### src/rtl/gls_pkg.sv
package gls_pkg;
  typedef enum logic [1:0] {
    SHAPE_FULL  = 2'd0,
    SHAPE_HBORD = 2'd1,
    SHAPE_SHORT = 2'd2
  } shape_e;

  // lowest row of the active window for a shape
  function automatic int unsigned window_lo(shape_e s, int unsigned rows, int unsigned short_rows);
    return (s == SHAPE_SHORT) ? (rows - short_rows) / 2 : 0;
  endfunction

  // highest row of the active window for a shape
  function automatic int unsigned window_hi(shape_e s, int unsigned rows, int unsigned short_rows);
    return window_lo(s, rows, short_rows) + ((s == SHAPE_SHORT) ? short_rows : rows) - 1;
  endfunction

  // shape decode: the vertical border has priority over the horizontal one
  function automatic shape_e decode_shape(logic hb_n, logic vb_n);
    if (!vb_n) return SHAPE_SHORT;
    if (!hb_n) return SHAPE_HBORD;
    return SHAPE_FULL;
  endfunction
endpackage

### src/rtl/gls_row_sequencer.sv
module gls_row_sequencer
  import gls_pkg::*;
#(
  parameter int unsigned ROWS       = 768,
  parameter int unsigned SHORT_ROWS = 640,
  localparam int unsigned IDX_W     = $clog2(ROWS)
) (
  input  logic             clk,
  input  logic             rst_n,
  input  logic             line_step,
  input  logic             vstart,
  input  logic             dir_down,
  input  shape_e           shape_in,
  output logic             active,
  output logic [IDX_W-1:0] row,
  output shape_e           shape_q,
  output logic             dir_q,
  output logic             start_evt,
  output logic             end_evt,
  output logic             frame_done
);
  logic [IDX_W-1:0] new_lo, new_hi, cur_lo, cur_hi, first_row, final_row;

  assign new_lo    = IDX_W'(window_lo(shape_in, ROWS, SHORT_ROWS));
  assign new_hi    = IDX_W'(window_hi(shape_in, ROWS, SHORT_ROWS));
  assign cur_lo    = IDX_W'(window_lo(shape_q, ROWS, SHORT_ROWS));
  assign cur_hi    = IDX_W'(window_hi(shape_q, ROWS, SHORT_ROWS));
  assign first_row = dir_down ? new_lo : new_hi;
  assign final_row = dir_q ? cur_hi : cur_lo;

  assign start_evt = line_step & vstart;
  assign end_evt   = line_step & ~vstart & active & (row == final_row);

  always_ff @(posedge clk or negedge rst_n) begin
    if (!rst_n) begin
      active     <= 1'b0;
      row        <= '0;
      shape_q    <= SHAPE_FULL;
      dir_q      <= 1'b1;
      frame_done <= 1'b0;
    end else begin
      frame_done <= end_evt;
      if (start_evt) begin
        active  <= 1'b1;
        row     <= first_row;
        shape_q <= shape_in;
        dir_q   <= dir_down;
      end else if (end_evt) begin
        active <= 1'b0;
        row    <= '0;
      end else if (line_step && active) begin
        row <= dir_q ? row + IDX_W'(1) : row - IDX_W'(1);
      end
    end
  end
endmodule

### src/rtl/gls_gate_decoder.sv
module gls_gate_decoder #(
  parameter int unsigned ROWS   = 768,
  localparam int unsigned IDX_W = $clog2(ROWS)
) (
  input  logic             active,
  input  logic             gate_en,
  input  logic [IDX_W-1:0] row,
  output logic [ROWS-1:0]  gate_sel
);
  for (genvar g = 0; g < ROWS; g++) begin : g_line
    assign gate_sel[g] = active & gate_en & (row == IDX_W'(g));
  end
endmodule

### src/rtl/gate_line_scanner.sv
module gate_line_scanner
  import gls_pkg::*;
#(
  parameter int unsigned ROWS       = 768,
  parameter int unsigned SHORT_ROWS = 640,
  localparam int unsigned IDX_W     = $clog2(ROWS)
) (
  input  logic             clk,
  input  logic             rst_n,
  input  logic             line_step,
  input  logic             vstart,
  input  logic             dir_down,
  input  logic             gate_en,
  input  logic             hborder_n,
  input  logic             vborder_n,
  input  logic             blank,
  output logic [ROWS-1:0]  gate_sel,
  output logic [IDX_W-1:0] row_idx,
  output logic             row_valid,
  output logic             frame_done,
  output logic [1:0]       frame_mode,
  output logic             border_drive
);
  shape_e shape_in, shape_q;
  logic   active, dir_q, start_evt, end_evt;

  assign shape_in = decode_shape(hborder_n, vborder_n);

  gls_row_sequencer #(.ROWS(ROWS), .SHORT_ROWS(SHORT_ROWS)) seq_i (
    .clk(clk), .rst_n(rst_n), .line_step(line_step), .vstart(vstart),
    .dir_down(dir_down), .shape_in(shape_in), .active(active), .row(row_idx),
    .shape_q(shape_q), .dir_q(dir_q), .start_evt(start_evt), .end_evt(end_evt),
    .frame_done(frame_done)
  );

  gls_gate_decoder #(.ROWS(ROWS)) dec_i (
    .active(active), .gate_en(gate_en), .row(row_idx), .gate_sel(gate_sel)
  );

  assign row_valid    = active;
  assign frame_mode   = shape_q;
  assign border_drive = (shape_q == SHAPE_SHORT) & blank & gate_en;
endmodule

### config.mk
export PLATFORM = sky130hd
export DESIGN_NAME = gate_line_scanner
export DESIGN_NICKNAME = d
export VERILOG_FILES = /design/src/rtl/gls_pkg.sv /design/src/rtl/gls_row_sequencer.sv /design/src/rtl/gls_gate_decoder.sv /design/src/rtl/gate_line_scanner.sv
export SDC_FILE = /design/constraint.sdc
export NUM_CORES = 1
export LEC_CHECK = 0
export ABC_CLOCK_PERIOD_IN_PS = 2460
export BUFFER_PORTS_ARGS = -buffer_cell sky130_fd_sc_hd__buf_2
export CAP_MARGIN = 30
export CORE_AREA = 2 2 309 311
export DETAILED_ROUTE_END_ITERATION = 10
export DIE_AREA = 0 0 311 313
export SLEW_MARGIN = 20
export SYNTH_ARGS = -nofsm -noshare
export SYNTH_HDL_FRONTEND = slang
export SYNTH_SLANG_ARGS = --single-unit
### constraint.sdc
create_clock -name clk -period 2.46 [get_ports clk]
set_clock_uncertainty 0.1 [all_clocks]
set_input_delay 0.123 -clock clk [delete_from_list [all_inputs] [get_ports clk]]
set_output_delay 0.123 -clock clk [all_outputs]
set_load 0.02 [all_outputs]
==> run summary <==
Outcome = completed
Leakage = 6.05 nW
Clk_lat worst skew = 250 ps
Reg-to-reg setup timing slack = 190 ps
I/O pin count = 792
Mapped Cells = 1140
Number of buffers created by CTS = 3
Drc violations = 0
Clock-pin slew on the worst setup and hold paths = 60 ps
Mean Syn Cell Area = 4.42 um^2
Final Power = 2.78 mW
Inst Count DP = 3164
Placement Setup Slack = 179 ps
Post-synthesis sequential area ratio = 7.48%
DRT iter0 DRCs = 1051
Vias in the first global route = 9212
Final setup viols = 0
Hold slack = 29.3 ps
R2R depth = 6
Minimum clock period = 2380 ps
Commonest non-fill, non-tap cell in the layout = buf_2
Synth async-reset ratio = 100%
Fillers = 11133
Die area = 0.0973 mm^2
Post-Synthesis Net Count = 1155
Critical path type = reg -> out
Critical hold path startpoint = line_step
Initial antenna violation count = 12
Die W = 311 um
Largest net degree at the start of global routing = 49
DP Wirelength = 50.9 mm
Hold path endpoint = seq_i.row[8]$_DFFE_PN0P_
TritonCTS Sinks = 15
Post-synth top flop = dfrtp_1
Starting Density = 5.35%
Worst Hold Path Cells = 2
Crit path DAT = 2150 ps
GP Congestion = 0.891
VDD IR max = 174 uV
Drt wl/cell = 21.1 um
Row count = 113
Reg2reg end = seq_i.row[0]$_DFFE_PN0P_
Worst r2r src = seq_i.dir_q$_DFFE_PN1P_
Fmax = 421 MHz
H-tree depth = 1
First-pass GRT wire length = 83.9 mm
Synth warn = 0
Final cell count without fillers = 3171
Die Ht = 313 um
PD cells = 244 mW/mm^2
Port bufs = 791
Remaining Overflow, GRT = 0
Worst slew margin = 49.3%
Most frequent cells in the layout = buf_2 (789), nor2_1 (775), buf_4 (103)
Tcrit/Tclk final = 96.6%
Number of synthesized register bits = 15
Worst Setup SP = seq_i.row[7]$_DFFE_PN0P_
Vias per cell = 3.42
Synth Cell Area = 0.00504 mm^2
Total track usage = 12.6%
Final worst slack = 82.4 ps
Worst Path Max Fanout = 31
Detail Route Antenna Nets = 0
Core Box Area = 0.0942 mm^2
CTS root buf = clkbuf_16
CP Launch Type = flip-flop
Clock Path Buffers = 2
Post-synth EDFFs = 0
Crit path required time = 2240 ps
Worst Tran Pin Value = 761 ps
CP Capture Type = output pin
Setup tns final = 0 ps
Final Hold Fails = 0
Final wirelength = 66.8 mm
CTS tree = yes
Final #Nets = 1920
Slew Viols, Final = 0
Drt pass-1 iters = 5
Max-Cap Viols = 0
Area Overhead vs Synth = 126%
Hold WC Path Type = in -> reg
Layout cells sized above 1 = 50.6%
Detailed-route via count = 10858
Synth cell types = 43
how the worst max path moves through the flow:
| stage | depth (start not counted) | endpoint | slack, ps |
|---|---|---|---|
| global placement | 4 | gate_sel[6] | 190 |
| floorplan | 7 | gate_sel[512] | 180 |
| CTS | 6 | gate_sel[118] | 9 |
| finish | 5 | gate_sel[765] | 80 |
| global route | 8 | gate_sel[534] | -0.8 |
| detailed placement | 6 | gate_sel[118] | 180 |
cells in the mapped netlist (3+ instances only):
| library cell | n | area [um^2] |
|---|---|---|
| dfrtp_1 | 14 | 350 |
| clkbuf_1 | 116 | 435 |
| nand2_1 | 47 | 176 |
| nand4_1 | 6 | 37.5 |
| nand3_1 | 51 | 255 |
| and3_1 | 10 | 62.6 |
| a211oi_1 | 3 | 22.5 |
| buf_1 | 18 | 67.6 |
| xnor2_1 | 3 | 26.3 |
| a21oi_1 | 9 | 45.0 |
| ha_1 | 6 | 75.1 |
| buf_2 | 17 | 85.1 |
| nor2_1 | 776 | 2910 |
| o21ai_0 | 7 | 35.0 |
| nor2b_1 | 10 | 62.6 |
| nor3_1 | 4 | 20.0 |
| mux2i_1 | 3 | 30.0 |
| inv_1 | 5 | 18.8 |
area by class of cell:
class	instances	area (um^2)	share of cell area (%)
antenna	2	5.00	0.0439
clock buffer	3	75.1	0.659
clock inverter	1	5.00	0.0439
inverter	5	18.8	0.165
multi-input combinational	966	4200	36.9
sequential	15	380	3.34
tap	1265	1580	13.9
timing repair buffer	914	5130	45.0
power by group:
part           internal, mW  total [mW]  leakage (nW)  switching [mW]
registers             0.289       0.377         0.174          0.0881
logic                 0.524        2.07          5.84            1.55
clock network         0.218       0.332        0.0409           0.114
metal layers:
layer	part of all wire [%]	GRT usage (%)	wire, um
met2	47	21.8	31700
met3	7.4	1.84	4960
met1	41	15.7	27200
met5	0.019	0	13
met4	4.4	4.82	2940
registers in the layout, indices dropped and copies added (netlist names):
register	flops
seq_i.shape_q	2
seq_i.dir_q	1
seq_i.frame_done	1
seq_i.row	10
seq_i.active	1
through the flow:
stage          utilization (%)  instance area [um^2]
3_5_place_dp              11.9                 11200
3_3_place_gp              11.9                 11200
4_1_cts                   12.0                 11300
2_1_floorplan                -                  5040
5_1_grt                   12.1                 11400
6_report                  12.1                 11400
critical path, cell delays in order, from the launching register on:
cell and delay, ps:
dfrtp_1 590, buf_4 240, nand4_1 120, buf_4 270, nor2_1 390, buf_2 240
timing repair:
| item | 4_1_cts | 5_1_grt |
|---|---|---|
| setup endpoints to repair | 2 | 287 |
| setup buffers | 0 | 0 |
| hold buffers | 1 | 0 |
| endpoints found under the hold margin | 14 | 0 |
| gates resized for setup | 2 | 19 |
logic make-up after synthesis:
group,count (synthesis),synth area share [%]
AOI/OAI and AO/OA,33,4.32
xor gates and xnor gates,4,0.696
adders and majority gates,6,1.49
buffers and inverters,159,12.6
DFF,15,7.48
muxes,4,0.820
and+or+nand+nor,919,72.6
No activity file was read; power rests on OpenSTA's default activity.
